<file path="src/rtl/wdt_pkg.sv">
package wdt_pkg;
  // Control register field layout (decoded by software, so positions are fixed)
  localparam int RLD_W     = 12;
  localparam int MODE_W    = 2;
  localparam int PRESC_BIT = RLD_W;
  localparam int EN_BIT    = RLD_W + 1;
  localparam int CFG_W     = RLD_W + 2 + MODE_W;
  localparam int STAT_BIT  = CFG_W;

  typedef struct packed {
    logic [MODE_W-1:0] mode;
    logic              en;
    logic              presc;
    logic [RLD_W-1:0]  reload;
  } wdt_cfg_t;
endpackage

</file>
<file path="src/rtl/wdt_cfg_reg.sv">
module wdt_cfg_reg
  import wdt_pkg::*;
(
  input  logic             clk,
  input  logic             rst_n,
  input  logic             wr,
  input  logic [CFG_W-1:0] wdata,
  output wdt_cfg_t         cfg,
  output logic             written,
  output logic             armed,
  output logic             load
);
  wdt_cfg_t cfg_q, cfg_d;
  logic     wrt_q, wrt_d;

  always_comb begin
    cfg_d = cfg_q;
    wrt_d = wrt_q;
    if (wr && !wrt_q) begin
      cfg_d = wdt_cfg_t'(wdata);
      wrt_d = 1'b1;
    end
  end

  // Arming write (enable set) or keepalive on an armed timer
  assign load    = wr && (wrt_q ? cfg_q.en : wdata[EN_BIT]);
  assign cfg     = cfg_q;
  assign written = wrt_q;
  assign armed   = wrt_q && cfg_q.en;

  always_ff @(posedge clk or negedge rst_n) begin
    if (!rst_n) begin
      cfg_q <= '0;
      wrt_q <= 1'b0;
    end else begin
      cfg_q <= cfg_d;
      wrt_q <= wrt_d;
    end
  end
endmodule

</file>
<file path="src/rtl/wdt_tick.sv">
module wdt_tick #(
  parameter int PRESC_DIV = 16384
) (
  input  logic clk,
  input  logic rst_n,
  input  logic run,
  input  logic restart,
  input  logic presc,
  output logic tick
);
  localparam int PC_W = (PRESC_DIV > 1) ? $clog2(PRESC_DIV) : 1;

  logic half_q, half_d;
  logic wclk_en;

  always_comb begin
    if (restart || !run) half_d = 1'b0;
    else                 half_d = ~half_q;
  end

  assign wclk_en = run && half_q && !restart;

  always_ff @(posedge clk or negedge rst_n) begin
    if (!rst_n) half_q <= 1'b0;
    else        half_q <= half_d;
  end

  generate
    if (PRESC_DIV > 1) begin : g_div
      localparam logic [PC_W-1:0] PC_LAST = PC_W'(PRESC_DIV - 1);
      logic [PC_W-1:0] pc_q, pc_d;

      always_comb begin
        pc_d = pc_q;
        if (restart || !run)       pc_d = '0;
        else if (presc && wclk_en) pc_d = (pc_q == PC_LAST) ? '0 : pc_q + 1'b1;
      end

      assign tick = wclk_en && (!presc || (pc_q == PC_LAST));

      always_ff @(posedge clk or negedge rst_n) begin
        if (!rst_n) pc_q <= '0;
        else        pc_q <= pc_d;
      end
    end else begin : g_nodiv
      logic unused_presc;
      assign unused_presc = presc;
      assign tick = wclk_en;
    end
  endgenerate
endmodule

</file>
<file path="src/rtl/wdt_down.sv">
module wdt_down
  import wdt_pkg::*;
(
  input  logic             clk,
  input  logic             rst_n,
  input  logic             load,
  input  logic [RLD_W-1:0] reload,
  input  logic             tick,
  output logic             expire
);
  logic [RLD_W-1:0] cnt_q, cnt_d;
  logic             at_zero;

  assign at_zero = (cnt_q == '0);
  assign expire  = tick && !load && at_zero;

  always_comb begin
    cnt_d = cnt_q;
    if (load)         cnt_d = reload;
    else if (tick)    cnt_d = at_zero ? reload : cnt_q - 1'b1;
  end

  always_ff @(posedge clk or negedge rst_n) begin
    if (!rst_n) cnt_q <= '0;
    else        cnt_q <= cnt_d;
  end
endmodule

</file>
<file path="src/rtl/wdt_rsten.sv">
module wdt_rsten #(
  parameter int W = 3
) (
  input  logic         clk,
  input  logic         rst_n,
  input  logic         wr,
  input  logic [W-1:0] wdata,
  output logic [W-1:0] en
);
  logic [W-1:0] en_q, en_d;

  always_comb begin
    en_d = en_q;
    if (wr) en_d = wdata;
  end

  assign en = en_q;

  always_ff @(posedge clk or negedge rst_n) begin
    if (!rst_n) en_q <= '0;
    else        en_q <= en_d;
  end
endmodule

</file>
<file path="src/rtl/wdt_top.sv">
module wdt_top
  import wdt_pkg::*;
#(
  parameter int                ADDR_W    = 12,
  parameter int                DATA_W    = 32,
  parameter logic [ADDR_W-1:0] CTRL_OFF  = 'h000,
  parameter logic [ADDR_W-1:0] RSTEN_OFF = 'h120,
  parameter int                PRESC_DIV = 16384,
  parameter int                N_WDT     = 2,
  parameter int                WDT_IDX   = 0
) (
  input  logic              clk,
  input  logic              rst_n,
  input  logic              bus_wr,
  input  logic [ADDR_W-1:0] bus_addr,
  input  logic [DATA_W-1:0] bus_wdata,
  output logic [DATA_W-1:0] bus_rdata,
  output logic              irq,
  output logic              rst_req
);
  localparam int RSTEN_W = N_WDT + 1;

  logic [1:0]         sync_q;
  logic               rst_ni;
  logic               wr_ctrl, wr_rsten;
  wdt_cfg_t           cfg_q;
  logic               written, armed, load, tick, expire;
  logic [RSTEN_W-1:0] rsten_q;
  logic               irq_q, irq_d, rreq_q, rreq_d;
  logic               unused_wdata;

  // Reset: asserted asynchronously, released on the clock
  always_ff @(posedge clk or negedge rst_n) begin
    if (!rst_n) sync_q <= 2'b00;
    else        sync_q <= {sync_q[0], 1'b1};
  end
  assign rst_ni = sync_q[1];

  assign wr_ctrl      = bus_wr && (bus_addr == CTRL_OFF);
  assign wr_rsten     = bus_wr && (bus_addr == RSTEN_OFF);
  assign unused_wdata = &{1'b0, bus_wdata[DATA_W-1:CFG_W]};

  wdt_cfg_reg u_cfg (
    .clk     (clk),
    .rst_n   (rst_ni),
    .wr      (wr_ctrl),
    .wdata   (bus_wdata[CFG_W-1:0]),
    .cfg     (cfg_q),
    .written (written),
    .armed   (armed),
    .load    (load)
  );

  wdt_tick #(.PRESC_DIV(PRESC_DIV)) u_tick (
    .clk     (clk),
    .rst_n   (rst_ni),
    .run     (armed),
    .restart (load),
    .presc   (cfg_q.presc),
    .tick    (tick)
  );

  wdt_down u_down (
    .clk    (clk),
    .rst_n  (rst_ni),
    .load   (load),
    .reload (written ? cfg_q.reload : bus_wdata[RLD_W-1:0]),
    .tick   (tick),
    .expire (expire)
  );

  wdt_rsten #(.W(RSTEN_W)) u_rsten (
    .clk   (clk),
    .rst_n (rst_ni),
    .wr    (wr_rsten),
    .wdata (bus_wdata[RSTEN_W-1:0]),
    .en    (rsten_q)
  );

  always_comb begin
    irq_d = irq_q;
    if (load)        irq_d = 1'b0;
    else if (expire) irq_d = 1'b1;
    rreq_d = expire && rsten_q[0] && rsten_q[1+WDT_IDX];
  end

  always_ff @(posedge clk or negedge rst_ni) begin
    if (!rst_ni) begin
      irq_q  <= 1'b0;
      rreq_q <= 1'b0;
    end else begin
      irq_q  <= irq_d;
      rreq_q <= rreq_d;
    end
  end

  assign irq     = irq_q;
  assign rst_req = rreq_q;

  always_comb begin
    bus_rdata = '0;
    if (bus_addr == CTRL_OFF) begin
      bus_rdata[CFG_W-1:0] = cfg_q;
      bus_rdata[STAT_BIT]  = written;
    end else if (bus_addr == RSTEN_OFF) begin
      bus_rdata[RSTEN_W-1:0] = rsten_q;
    end
  end
endmodule

</file>
<file path="config.mk">
export PLATFORM = sky130hd
export DESIGN_NAME = wdt_top
export DESIGN_NICKNAME = d
export VERILOG_FILES = /design/src/rtl/wdt_pkg.sv /design/src/rtl/wdt_cfg_reg.sv /design/src/rtl/wdt_tick.sv /design/src/rtl/wdt_down.sv /design/src/rtl/wdt_rsten.sv /design/src/rtl/wdt_top.sv
export SDC_FILE = /design/constraint.sdc
export NUM_CORES = 1
export LEC_CHECK = 0
export ABC_AREA = 1
export ABC_CLOCK_PERIOD_IN_PS = 1400
export BUFFER_PORTS_ARGS = -buffer_cell sky130_fd_sc_hd__buf_2
export CAP_MARGIN = 15
export CORE_MARGIN = 2
export CORE_UTILIZATION = 45
export DETAILED_ROUTE_END_ITERATION = 8
export PLACE_DENSITY = 0.72
export SLEW_MARGIN = 25
export SYNTH_ARGS = -nofsm -noshare
export SYNTH_HDL_FRONTEND = slang
export SYNTH_SLANG_ARGS = --single-unit
</file>
<file path="constraint.sdc">
create_clock -name clk -period 1.4 [get_ports clk]
set_input_delay 0.28 -clock clk [delete_from_list [all_inputs] [get_ports clk]]
set_output_delay 0.28 -clock clk [all_outputs]
set_load 0.03 [all_outputs]
</file>
==> run_summary.xml, run 1 <==
<?xml version="1.0" encoding="UTF-8"?>
<metrics>
  <group name="yosys">
    <metric name="synthesis.instances" unit="">452</metric>
    <metric name="async_reset_ff_share" unit="%">100</metric>
    <metric name="synth_area_leader_cell" unit="">sky130_fd_sc_hd__dfrtp_1</metric>
    <metric name="dominantRegCellSynth" unit="">sky130_fd_sc_hd__dfrtp_1</metric>
    <metric name="synth-edff-count" unit="">0</metric>
    <metric name="synth.top_cells.by_area" unit="">sky130_fd_sc_hd__dfrtp_1 (40%), sky130_fd_sc_hd__nand2_1 (16%), sky130_fd_sc_hd__o21ai_0 (7.0%)</metric>
    <metric name="mappedNetlistArea" unit="um2">3210</metric>
    <metric name="synth-warning-count" unit="">0</metric>
    <metric name="yosys_register_bits" unit="">51</metric>
    <metric name="yosysSeqAreaShare" unit="%">39.7</metric>
    <metric name="yosys.area.top_type_share" unit="%">39.7</metric>
    <metric name="postSynthAreaPerCell" unit="um2">7.11</metric>
    <metric name="synth.lib_cells_used.distinct" unit="">33</metric>
  </group>
  <group name="power_and_ir_drop">
    <metric name="power_leakage" unit="nW">2.28</metric>
    <metric name="p_per_area" unit="nW/um2">728</metric>
    <metric name="irDropWorstVdd" unit="mV">0.468</metric>
  </group>
  <group name="placement">
    <metric name="io_buffer_count" unit="">49</metric>
    <metric name="finalWeightedCongestion" unit="">0.879</metric>
    <metric name="dpl_worst_slack" unit="ns">-0.378</metric>
    <metric name="placed_cell_count" unit="">636</metric>
    <metric name="place.detailed.hpwl" unit="um">5890</metric>
  </group>
  <group name="outcome">
    <metric name="failed_checks" unit="">negative setup slack</metric>
    <metric name="status" unit="">complete, but fails checks</metric>
  </group>
  <group name="timing">
    <metric name="fin_crit_sh" unit="%">110</metric>
    <metric name="rsz0062_at_grt" unit="">yes</metric>
    <metric name="postLayoutSetupSlackWorst" unit="ns">-0.134</metric>
    <metric name="finalSetupViolCount" unit="">43</metric>
    <metric name="timing.fmax" unit="MHz">652</metric>
    <metric name="final-hold-violation-count" unit="">0</metric>
    <metric name="final-max-slew-violation-count" unit="">0</metric>
    <metric name="totalNegativeSetupSlack" unit="ns">-3.30</metric>
    <metric name="skew" unit="ns">0.0116</metric>
    <metric name="fin_crit" unit="ns">1.53</metric>
  </group>
  <group name="clock_network">
    <metric name="cts_max_path_buffers" unit="">2</metric>
    <metric name="worst_setup_hold_path_clk_slew" unit="ns">0.10</metric>
    <metric name="cts_tree" unit="">done</metric>
    <metric name="cts_inserted_buffers" unit="">5</metric>
    <metric name="clock_latency" unit="ns">0.32</metric>
    <metric name="clock_tree.htree_level_count" unit="">2</metric>
    <metric name="sink_count" unit="">51</metric>
    <metric name="cts_root_buffer" unit="">sky130_fd_sc_hd__clkbuf_8</metric>
  </group>
  <group name="worst_setup_path">
    <metric name="cp_cell_sequence" unit="">ha_2, nand2_4, nor2_4, buf_6, nand4_4, nand2_4, nand3b_4, nand3_1, nand2_1</metric>
    <metric name="worst_path_fanout_max" unit="">7</metric>
    <metric name="worst_path_most_repeated_cell" unit="">sky130_fd_sc_hd__nand2_4</metric>
    <metric name="critPathArrivalTime" unit="ns">1.75</metric>
    <metric name="cp_num_buf_inv" unit="">1</metric>
    <metric name="path_delay_family" unit="">simple AND/OR/NAND/NOR gates</metric>
    <metric name="end_kind" unit="">flip-flop</metric>
    <metric name="setup.worst_path.start_class" unit="">flip-flop</metric>
    <metric name="critPathRequiredTime" unit="ns">1.61</metric>
    <metric name="cpMaxStageDelayCell" unit="">sky130_fd_sc_hd__dfrtp_1</metric>
    <metric name="worstSetupPathType" unit="">flip-flop to flip-flop</metric>
    <metric name="max_stage_delay" unit="ns">0.36</metric>
  </group>
  <group name="detailed_routing">
    <metric name="route.layer.met1.wl" unit="um">3880</metric>
    <metric name="met3RoutedLength" unit="um">516</metric>
    <metric name="post-route-drc-count" unit="">0</metric>
    <metric name="routed_wirelength" unit="um">8980</metric>
    <metric name="viasPerCell" unit="">5.01</metric>
    <metric name="num_vias" unit="">3282</metric>
    <metric name="dr.max_layer_used" unit="">met4</metric>
    <metric name="first_pass_iters" unit="">4</metric>
    <metric name="met2RoutedLength" unit="um">4470</metric>
    <metric name="routedWlPerCell" unit="um">13.7</metric>
    <metric name="ant_nets" unit="">0</metric>
    <metric name="drt_iter0_markers" unit="">361</metric>
  </group>
  <group name="floorplanning">
    <metric name="rows" unit="">30</metric>
    <metric name="die_height" unit="um">88.5</metric>
    <metric name="core_region_area" unit="um2">6870</metric>
    <metric name="initial_utilization" unit="%">46.8</metric>
    <metric name="dieArea" unit="um2">7830</metric>
    <metric name="dieWidth" unit="um">88.5</metric>
    <metric name="ioPinCount" unit="">81</metric>
  </group>
  <group name="grt">
    <metric name="antenna_violations_before_repair" unit="">0</metric>
    <metric name="grt_util_all_layers" unit="%">22.8</metric>
    <metric name="grt_first_pass_wirelength" unit="um">14100</metric>
    <metric name="first_global_vias" unit="">3124</metric>
    <metric name="grt-ovfl-total" unit="">0</metric>
    <metric name="grt_start_max_net_pins" unit="">34</metric>
  </group>
  <group name="layout">
    <metric name="final_util" unit="%">67.3</metric>
    <metric name="final_cell_mix" unit="">sky130_fd_sc_hd__nand2_1 (128), sky130_fd_sc_hd__buf_4 (53), sky130_fd_sc_hd__dfrtp_1 (50)</metric>
    <metric name="final_std_cells_w_o_fill" unit="">655</metric>
    <metric name="area.growth.synth_to_final" unit="%">43.9</metric>
    <metric name="drive_above_1_share" unit="%">36.9</metric>
    <metric name="fin_nets" unit="">608</metric>
    <metric name="num_antenna_cells" unit="">0</metric>
    <metric name="num-fill-cells" unit="">546</metric>
    <metric name="final_common_cell" unit="">sky130_fd_sc_hd__nand2_1</metric>
  </group>
  <group name="job">
    <metric name="timing.max_cap.violations" unit="">0</metric>
  </group>
  <group name="hold_path">
    <metric name="hp-class" unit="">input port to flip-flop</metric>
  </group>
</metrics>
==> cell usage after synthesis (3+ instances only) <==
master	n
sky130_fd_sc_hd__nand3_1	44
sky130_fd_sc_hd__buf_2	6
sky130_fd_sc_hd__nand3_2	4
sky130_fd_sc_hd__buf_4	17
sky130_fd_sc_hd__nor2_4	3
sky130_fd_sc_hd__nor2_2	3
sky130_fd_sc_hd__xor2_1	9
sky130_fd_sc_hd__nor2_1	50
sky130_fd_sc_hd__inv_1	47
sky130_fd_sc_hd__dfrtp_1	51
sky130_fd_sc_hd__clkbuf_1	4
sky130_fd_sc_hd__nand2_1	140
sky130_fd_sc_hd__o21ai_0	45
sky130_fd_sc_hd__ha_1	3
==> final cells by class <==
class	instances	area, um2	share of cell area, %
clock buffer	6	82.6	1.79
clock inverter	2	35.0	0.758
inverter	49	184	3.98
multi-input combinational	339	1980	42.8
sequential	51	1280	27.6
tap	96	120	2.60
timing repair buffer	112	945	20.4
==> per-layer routing <==
| metal | track usage (%) | vias up |
|---|---|---|
| li1 | - | 1601 |
| met1 | 28.5 | 1553 |
| met2 | 41.6 | 114 |
| met3 | 3.54 | 14 |
| met4 | 4.82 | 0 |
| met5 | 0 | - |
==> cell families after synthesis <==
group,after synthesis,synth area share [%]
simple gates,255,35.2
buf+inv,78,11.8
flops,51,39.7
compound gates,50,8.22
xor+xnor,11,3.00
fa+ha+maj,3,1.17
other cells,2,0.234
mux,2,0.623
==> what timing repair did <==
action	in CTS	in global routing
endpoints found under the setup margin	45	45
pin swaps	15	16
hold buffers	1	0
buffers inserted	3	4
resized for setup	63	39
gates cloned	1	2
endpoints found under the hold margin	2	0
==> path summary, 6_finish.rpt <==
kind | start | endpoint | slack [ns] | depth (start not counted)
max | u_tick.g_div.pc_q[1] | u_down.cnt_q[4] | -0.13 | 9
min | bus_wdata[15] | u_cfg.cfg[15] | 0.18 | 3
max reg2reg | u_tick.g_div.pc_q[1] | u_down.cnt_q[4] | -0.13 | 9
min reg2reg | sync_q[1] | u_cfg.cfg[10] | 0.20 | 0
max in group asynchronous | sync_q[1] | u_cfg.cfg[15] | 0.67 | 1
min in group asynchronous | sync_q[1] | u_cfg.cfg[10] | 0.20 | 0
==> flip-flops by register name, indices dropped and copies added (netlist names) <==
| name | count |
|---|---|
| u_cfg.cfg | 16 |
| sync_q | 2 |
| u_down.cnt_q | 12 |
| u_rsten.en | 3 |
| rst_req | 1 |
| u_tick.half_q | 1 |
| irq | 1 |
| u_tick.g_div.pc_q | 14 |
| u_cfg.written | 1 |
==> metrics by stage <==
stage | hold slack, ns | total power, mW | area, um2
final | 0.176 | 3.36 | 4620
after floorplan | -0.0156 | 2.01 | 3450
after CTS | 0.175 | 3.34 | 4420
after global routing | 0.186 | 3.51 | 4620
after detailed placement | 0.0677 | 2.23 | 4040
after global placement | 0.0654 | 2.21 | 4040
==> tightest hold or removal path, delay by kind of cell <==
family          cells  cell delay (ns)
buf+inv             1             0.07
simple gates        1             0.04
compound gates      1             0.05
==> power breakdown <==
part | total [mW] | internal (mW) | switching [mW]
Sequential | 1.65 | 1.57 | 0.0817
Clock | 1.10 | 0.579 | 0.519
Combinational | 0.618 | 0.283 | 0.335
No activity file was read; power rests on OpenSTA's default activity.
==> run 2: changes to the inputs <==
--- a/config.mk
+++ b/config.mk
@@ -7,7 +7,7 @@
 export LEC_CHECK = 0
 export ABC_AREA = 1
 export ABC_CLOCK_PERIOD_IN_PS = 1400
-export BUFFER_PORTS_ARGS = -buffer_cell sky130_fd_sc_hd__buf_2
+export BUFFER_PORTS_ARGS = -buffer_cell sky130_fd_sc_hd__buf_4
 export CAP_MARGIN = 15
 export CORE_MARGIN = 2
 export CORE_UTILIZATION = 45
==> run 2 against run 1 <==
The run still ends with negative setup slack left. Register-to-register slack got worse by 0.06 ns. Critical endpoint is now u_down.cnt_q[11]. First-iteration DRC count fell by 31%. Largest power group unchanged. Non-clock buffer count rose by 12. Core utilization rose by 4.5 points.
==> run_summary.xml, run 2 (synthesized netlist as in run 1, its figures left out) <==
<?xml version="1.0" encoding="UTF-8"?>
<metrics>
  <group name="layout">
    <metric name="final_std_cells_w_o_fill" unit="">666</metric>
    <metric name="num_antenna_cells" unit="">0</metric>
    <metric name="design_area" unit="um2">4930</metric>
    <metric name="final_cell_mix" unit="">sky130_fd_sc_hd__nand2_1 (126), sky130_fd_sc_hd__buf_4 (77), sky130_fd_sc_hd__dfrtp_1 (49)</metric>
    <metric name="number_of_flip_flops_under_the_largest_register_name" unit="">16</metric>
    <metric name="fin_nets" unit="">619</metric>
    <metric name="final_common_cell" unit="">sky130_fd_sc_hd__nand2_1</metric>
    <metric name="drive_above_1_share" unit="%">41.1</metric>
    <metric name="area.growth.synth_to_final" unit="%">53.6</metric>
    <metric name="regArea" unit="um2">1280</metric>
    <metric name="multi_input_comb_area" unit="um2">2050</metric>
    <metric name="num-fill-cells" unit="">506</metric>
  </group>
  <group name="floorplanning">
    <metric name="dieArea" unit="um2">7830</metric>
    <metric name="die_height" unit="um">88.5</metric>
    <metric name="core_region_area" unit="um2">6870</metric>
    <metric name="dieWidth" unit="um">88.5</metric>
    <metric name="rows" unit="">30</metric>
    <metric name="initial_utilization" unit="%">46.8</metric>
    <metric name="ioPinCount" unit="">81</metric>
  </group>
  <group name="grt">
    <metric name="grt_util_all_layers" unit="%">23.5</metric>
    <metric name="grt-ovfl-total" unit="">0</metric>
    <metric name="grt_start_max_net_pins" unit="">33</metric>
    <metric name="first_global_vias" unit="">3294</metric>
    <metric name="antenna_violations_before_repair" unit="">0</metric>
    <metric name="grt_first_pass_wirelength" unit="um">14500</metric>
  </group>
  <group name="clock_network">
    <metric name="cts_tree" unit="">done</metric>
    <metric name="worst_setup_hold_path_clk_slew" unit="ns">0.10</metric>
    <metric name="cts_inserted_buffers" unit="">5</metric>
    <metric name="cts_max_path_buffers" unit="">2</metric>
    <metric name="clock_tree.htree_level_count" unit="">2</metric>
    <metric name="sink_count" unit="">51</metric>
    <metric name="cts_root_buffer" unit="">sky130_fd_sc_hd__clkbuf_8</metric>
    <metric name="clock_latency" unit="ns">0.31</metric>
  </group>
  <group name="detailed_routing">
    <metric name="viasPerCell" unit="">5.11</metric>
    <metric name="routed_wirelength" unit="um">9620</metric>
    <metric name="first_pass_iters" unit="">5</metric>
    <metric name="routedWlPerCell" unit="um">14.4</metric>
    <metric name="post-route-drc-count" unit="">0</metric>
    <metric name="num_vias" unit="">3406</metric>
    <metric name="drt_iter0_markers" unit="">250</metric>
    <metric name="ant_nets" unit="">0</metric>
  </group>
  <group name="timing">
    <metric name="rsz0062_at_grt" unit="">yes</metric>
    <metric name="skew" unit="ns">0.0126</metric>
    <metric name="final-max-slew-violation-count" unit="">0</metric>
    <metric name="postLayoutSetupSlackWorst" unit="ns">-0.197</metric>
    <metric name="finalSetupViolCount" unit="">41</metric>
    <metric name="fin_crit_sh" unit="%">114</metric>
    <metric name="fin_crit" unit="ns">1.60</metric>
    <metric name="final-hold-violation-count" unit="">0</metric>
    <metric name="timing.fmax" unit="MHz">626</metric>
  </group>
  <group name="placement">
    <metric name="placed_cell_count" unit="">640</metric>
    <metric name="place.detailed.hpwl" unit="um">6090</metric>
    <metric name="placedInstanceArea" unit="um2">4200</metric>
    <metric name="finalWeightedCongestion" unit="">0.931</metric>
    <metric name="io_buffer_count" unit="">49</metric>
  </group>
  <group name="worst_setup_path">
    <metric name="max_stage_delay" unit="ns">0.36</metric>
    <metric name="worst_r2r_path_depth" unit="">10</metric>
    <metric name="critPathRequiredTime" unit="ns">1.65</metric>
    <metric name="reg2reg_to" unit="">u_down.cnt_q[11]</metric>
    <metric name="cp_cell_sequence" unit="">ha_2, nand2_2, nor2_4, nand2_2, nor2_2, nor2_2, o21ai_4, clkbuf_16, nand3_2, nand2_1</metric>
    <metric name="end_kind" unit="">flip-flop</metric>
    <metric name="path_delay_family" unit="">simple AND/OR/NAND/NOR gates</metric>
    <metric name="worstSetupPathType" unit="">flip-flop to flip-flop</metric>
    <metric name="reg2reg_setup_slack" unit="ns">-0.20</metric>
    <metric name="worst_path_fanout_max" unit="">6</metric>
    <metric name="cpMaxStageDelayCell" unit="">sky130_fd_sc_hd__dfrtp_1</metric>
    <metric name="setup.worst_path.start_class" unit="">flip-flop</metric>
    <metric name="critPathArrivalTime" unit="ns">1.84</metric>
    <metric name="launch_instance_of_the_worst_register_to_register_path" unit="">u_tick.g_div.pc_q[0]</metric>
    <metric name="cp_num_buf_inv" unit="">1</metric>
  </group>
  <group name="job">
    <metric name="timing.max_cap.violations" unit="">0</metric>
  </group>
  <group name="hold_path">
    <metric name="hp-class" unit="">input port to flip-flop</metric>
    <metric name="holdPathStages" unit="">3</metric>
    <metric name="min_to" unit="">u_cfg.cfg[4]</metric>
    <metric name="min-delay-start" unit="">bus_wdata[4]</metric>
  </group>
  <group name="power_and_ir_drop">
    <metric name="irDropWorstVdd" unit="mV">0.371</metric>
    <metric name="power_leakage" unit="nW">2.41</metric>
    <metric name="p_per_area" unit="nW/um2">640</metric>
  </group>
  <group name="outcome">
    <metric name="failed_checks" unit="">negative setup slack</metric>
    <metric name="status" unit="">complete, but fails checks</metric>
  </group>
</metrics>
-- run 2: cell type report --
| type | instances | share of cell area, % |
|---|---|---|
| Sequential cell | 51 | 25.9 |
| Clock buffer | 5 | 1.40 |
| Clock inverter | 3 | 0.304 |
| Timing Repair Buffer | 124 | 24.6 |
| Tap cell | 96 | 2.44 |
| Inverter | 49 | 3.83 |
| Multi-Input combinational cell | 338 | 41.6 |
-- run 2: worst max path at each step --
stage	from	to	slack, ns	depth (start not counted)
2_1_floorplan	u_tick.g_div.pc_q[0]	u_down.cnt_q[10]	-0.05	10
3_3_place_gp	bus_addr[9]	u_tick.g_div.pc_q[10]	-0.25	9
3_5_place_dp	bus_addr[9]	u_tick.g_div.pc_q[10]	-0.39	9
4_1_cts	bus_addr[2]	bus_rdata[2]	-0.13	8
5_1_grt	u_tick.g_div.pc_q[0]	u_down.cnt_q[11]	-0.28	10
6_report	u_tick.g_div.pc_q[0]	u_down.cnt_q[11]	-0.20	10
-- run 2: report_power, final --
group          leakage [nW]  switching [mW]  internal (mW)
combinational          1.80           0.357          0.327
clock                0.0477           0.493          0.344
sequential            0.557          0.0695           1.57
-- run 2: what timing repair did --
item	CTS	global route
hold endpoints to repair	2	0
setup buffers	6	4
hold buffers	1	0
gates cloned	2	5
pin swaps	14	15
resized for setup	63	64
endpoints found under the setup margin	45	61
-- run 2: per-stage QoR --
stage | TNS (ns) | total power [mW] | setup WS (ns) | hold slack (ns) | utilization (%)
detailed placement | -12.60 | 2.26 | -0.387 | 0.0633 | 61.2
CTS | -2.93 | 3.11 | -0.125 | 0.181 | 67.4
global placement | -8.91 | 2.24 | -0.248 | 0.0634 | 61.2
global route | -7.13 | 3.30 | -0.277 | 0.193 | 71.8
floorplan | -0.648 | 2.01 | -0.0516 | -0.0156 | -
finish | -3.93 | 3.16 | -0.197 | 0.181 | 71.8
-- run 2: routing by layer --
metal / wire [um] / global-route usage, % / up-vias
met5: 0 / 0 / -
met2: 4800 / 41.9 / 156
met4: 254 / 7.58 / 0
met3: 636 / 4.10 / 26
li1: - / - / 1625
met1: 3930 / 28.8 / 1599
-- run 2: worst register-to-register path: stages (launching register included) --
cell	delay, ns
sky130_fd_sc_hd__dfrtp_1	0.36
sky130_fd_sc_hd__ha_2	0.18
sky130_fd_sc_hd__nand2_2	0.07
sky130_fd_sc_hd__nor2_4	0.12
sky130_fd_sc_hd__nand2_2	0.08
sky130_fd_sc_hd__nor2_2	0.12
sky130_fd_sc_hd__nor2_2	0.05
sky130_fd_sc_hd__o21ai_4	0.21
sky130_fd_sc_hd__clkbuf_16	0.21
sky130_fd_sc_hd__nand3_2	0.06
sky130_fd_sc_hd__nand2_1	0.06
==> run 3: changes to the inputs <==
--- a/config.mk
+++ b/config.mk
@@ -12,7 +12,9 @@
 export CORE_MARGIN = 2
 export CORE_UTILIZATION = 45
 export DETAILED_ROUTE_END_ITERATION = 8
+export GPL_TIMING_DRIVEN = 0
 export PLACE_DENSITY = 0.72
+export SKIP_LAST_GASP = 1
 export SLEW_MARGIN = 25
 export SYNTH_ARGS = -nofsm -noshare
 export SYNTH_HDL_FRONTEND = slang
==> run 3 against run 2 <==
The run still ends with negative setup slack left. Final cell count fell by 2.6%. Global-route usage rose by 0.74 points. Non-clock buffer count fell by 17. Highest routed layer unchanged. Flip-flop and latch count did not move. Maximum frequency fell by 4.0%. Hold slack got worse by 0.0080 ns. First-iteration DRC count rose by 11%. Critical endpoint is now u_down.cnt_q[1]. Wire length fell by 4.3%. Largest cell class unchanged.
==> run_summary.xml, run 3 (synthesized netlist as in run 1, its figures left out) <==
<?xml version="1.0" encoding="UTF-8"?>
<metrics>
  <group name="outcome">
    <metric name="failed_checks" unit="">negative setup slack</metric>
    <metric name="status" unit="">complete, but fails checks</metric>
  </group>
  <group name="power_and_ir_drop">
    <metric name="power.switching" unit="mW">0.919</metric>
    <metric name="p_per_area" unit="nW/um2">686</metric>
    <metric name="p_seq_share" unit="%">53.6</metric>
    <metric name="share_comb_of_total_power" unit="%">16.7</metric>
    <metric name="irDropWorstVdd" unit="mV">0.473</metric>
    <metric name="p_int" unit="mW">2.29</metric>
    <metric name="power_leakage" unit="nW">2.33</metric>
    <metric name="switching_share" unit="%">28.6</metric>
    <metric name="power.clock.fraction" unit="%">29.6</metric>
  </group>
  <group name="grt">
    <metric name="grt_start_max_net_pins" unit="">50</metric>
    <metric name="antenna_violations_before_repair" unit="">0</metric>
    <metric name="grt_first_pass_wirelength" unit="um">14600</metric>
    <metric name="grt_util_all_layers" unit="%">24.2</metric>
    <metric name="first_global_vias" unit="">3139</metric>
    <metric name="grt-ovfl-total" unit="">0</metric>
  </group>
  <group name="floorplanning">
    <metric name="initial_utilization" unit="%">46.8</metric>
    <metric name="dieWidth" unit="um">88.5</metric>
    <metric name="ioPinCount" unit="">81</metric>
    <metric name="rows" unit="">30</metric>
    <metric name="core_region_area" unit="um2">6870</metric>
    <metric name="dieArea" unit="um2">7830</metric>
    <metric name="die_height" unit="um">88.5</metric>
  </group>
  <group name="timing">
    <metric name="totalNegativeSetupSlack" unit="ns">-8.16</metric>
    <metric name="fin_crit_sh" unit="%">119</metric>
    <metric name="fin_crit" unit="ns">1.66</metric>
    <metric name="final-hold-violation-count" unit="">0</metric>
    <metric name="worst_pin_slew" unit="ns">0.651</metric>
    <metric name="maxSlewHeadroom" unit="%">56.6</metric>
    <metric name="timing.fmax" unit="MHz">601</metric>
    <metric name="postLayoutSetupSlackWorst" unit="ns">-0.264</metric>
    <metric name="skew" unit="ns">0.00823</metric>
    <metric name="final-max-slew-violation-count" unit="">0</metric>
    <metric name="rsz0062_at_grt" unit="">yes</metric>
    <metric name="finalSetupViolCount" unit="">45</metric>
  </group>
  <group name="detailed_routing">
    <metric name="ant_nets" unit="">0</metric>
    <metric name="routedWlPerCell" unit="um">14.2</metric>
    <metric name="num_vias" unit="">3257</metric>
    <metric name="routed_wirelength" unit="um">9210</metric>
    <metric name="drt_iter0_markers" unit="">278</metric>
    <metric name="post-route-drc-count" unit="">0</metric>
    <metric name="viasPerCell" unit="">5.02</metric>
    <metric name="first_pass_iters" unit="">5</metric>
  </group>
  <group name="clock_network">
    <metric name="clock_latency" unit="ns">0.32</metric>
    <metric name="cts_inserted_buffers" unit="">5</metric>
    <metric name="cts_tree" unit="">done</metric>
    <metric name="worst_setup_hold_path_clk_slew" unit="ns">0.09</metric>
    <metric name="sink_count" unit="">51</metric>
    <metric name="clock_tree.htree_level_count" unit="">2</metric>
    <metric name="cts_root_buffer" unit="">sky130_fd_sc_hd__clkbuf_8</metric>
    <metric name="cts_max_path_buffers" unit="">2</metric>
  </group>
  <group name="layout">
    <metric name="num_antenna_cells" unit="">0</metric>
    <metric name="fin_nets" unit="">602</metric>
    <metric name="final_std_cells_w_o_fill" unit="">649</metric>
    <metric name="multi_input_comb_area" unit="um2">1980</metric>
    <metric name="area.growth.synth_to_final" unit="%">45.6</metric>
    <metric name="number_of_flip_flops_under_the_largest_register_name" unit="">16</metric>
    <metric name="regArea" unit="um2">1280</metric>
    <metric name="num-fill-cells" unit="">587</metric>
    <metric name="final_cell_mix" unit="">sky130_fd_sc_hd__nand2_1 (128), sky130_fd_sc_hd__buf_4 (59), sky130_fd_sc_hd__dfrtp_1 (47)</metric>
    <metric name="design_area" unit="um2">4680</metric>
    <metric name="final_common_cell" unit="">sky130_fd_sc_hd__nand2_1</metric>
    <metric name="drive_above_1_share" unit="%">35.6</metric>
  </group>
  <group name="worst_setup_path">
    <metric name="setup.worst_path.start_class" unit="">flip-flop</metric>
    <metric name="worstSetupPathType" unit="">flip-flop to flip-flop</metric>
    <metric name="cp_cell_sequence" unit="">ha_2, nand2_4, nor2_4, buf_6, nand4_4, nand2_2, nand3b_4, buf_4, nand3_1, nand2_1</metric>
    <metric name="cpMaxStageDelayCell" unit="">sky130_fd_sc_hd__dfrtp_1</metric>
    <metric name="critPathArrivalTime" unit="ns">1.88</metric>
    <metric name="end_kind" unit="">flip-flop</metric>
    <metric name="max_stage_delay" unit="ns">0.37</metric>
    <metric name="worst_path_fanout_max" unit="">4</metric>
    <metric name="critPathRequiredTime" unit="ns">1.61</metric>
    <metric name="cp_num_buf_inv" unit="">2</metric>
    <metric name="path_delay_family" unit="">simple AND/OR/NAND/NOR gates</metric>
  </group>
  <group name="placement">
    <metric name="place.detailed.hpwl" unit="um">5820</metric>
    <metric name="io_buffer_count" unit="">49</metric>
    <metric name="finalWeightedCongestion" unit="">0.939</metric>
    <metric name="placed_cell_count" unit="">611</metric>
    <metric name="placedInstanceArea" unit="um2">3940</metric>
  </group>
  <group name="hold_path">
    <metric name="hp-class" unit="">input port to flip-flop</metric>
  </group>
  <group name="job">
    <metric name="timing.max_cap.violations" unit="">0</metric>
  </group>
</metrics>
## run 3: layout make-up
class | instances | area share (%)
Buffer | 29 | 5.54
Clock buffer | 8 | 2.14
Inverter | 49 | 3.93
Multi-Input combinational cell | 338 | 42.3
Sequential cell | 51 | 27.4
Tap cell | 96 | 2.57
Timing Repair Buffer | 78 | 16.1
## run 3: stage by stage
| stage | power (mW) | worst slack, ns | hold slack (ns) | utilization [%] |
|---|---|---|---|---|
| after floorplan | 2.01 | -0.0516 | -0.0156 | - |
| after global placement | 2.14 | -0.289 | 0.0633 | 57.3 |
| after detailed placement | 2.15 | -0.293 | 0.0631 | 57.3 |
| after CTS | 3.17 | -0.188 | 0.175 | 64.6 |
| after global routing | 3.38 | -0.305 | 0.179 | 68.1 |
| final | 3.21 | -0.264 | 0.173 | 68.1 |
## run 3: worst paths after layout
check	startpoint	end	slack (ns)	depth (start not counted)
setup / recovery	u_tick.g_div.pc_q[0]	u_down.cnt_q[1]	-0.26	10
hold / removal	bus_wdata[14]	u_cfg.cfg[14]	0.17	3
setup reg to reg	u_tick.g_div.pc_q[0]	u_down.cnt_q[1]	-0.26	10
hold reg to reg	sync_q[1]	u_cfg.cfg[6]	0.37	0
max in group asynchronous	sync_q[1]	u_tick.g_div.pc_q[9]	0.55	0
min in group asynchronous	rst_n	sync_q[1]	0.27	2
## run 3: layer usage
layer  share of wire [%]  global-route usage, %  wire, um  vias up
li1                    -                      -         -     1588
met1                  45                   32.5      4180     1527
met2                  47                   40.9      4330      126
met3                 5.9                   4.20       545       16
met4                 1.7                   6.06       153        0
met5                   0                      0         0        -
## run 3: tightest hold or removal path, stage by stage
cell and delay, ns:
sky130_fd_sc_hd__buf_4 0.08, sky130_fd_sc_hd__nand2_1 0.04, sky130_fd_sc_hd__o21ai_0 0.06
## run 3: power by group through the flow
stage	clock network, mW	logic [mW]	registers, mW
detailed placement	0	0.412	1.74
floorplan	0	0.304	1.71
finish	0.951	0.536	1.72
global placement	0	0.404	1.73
CTS	0.966	0.493	1.71
global route	1.04	0.599	1.74
## run 3: timing repair
| item | in CTS | in global routing |
|---|---|---|
| hold buffers | 1 | 0 |
| endpoints found under the setup margin | 45 | 61 |
| buffers inserted | 15 | 9 |
| cloned | 3 | 2 |
| endpoints found under the hold margin | 2 | 0 |
| pin swaps | 19 | 20 |
| resized for setup | 58 | 55 |
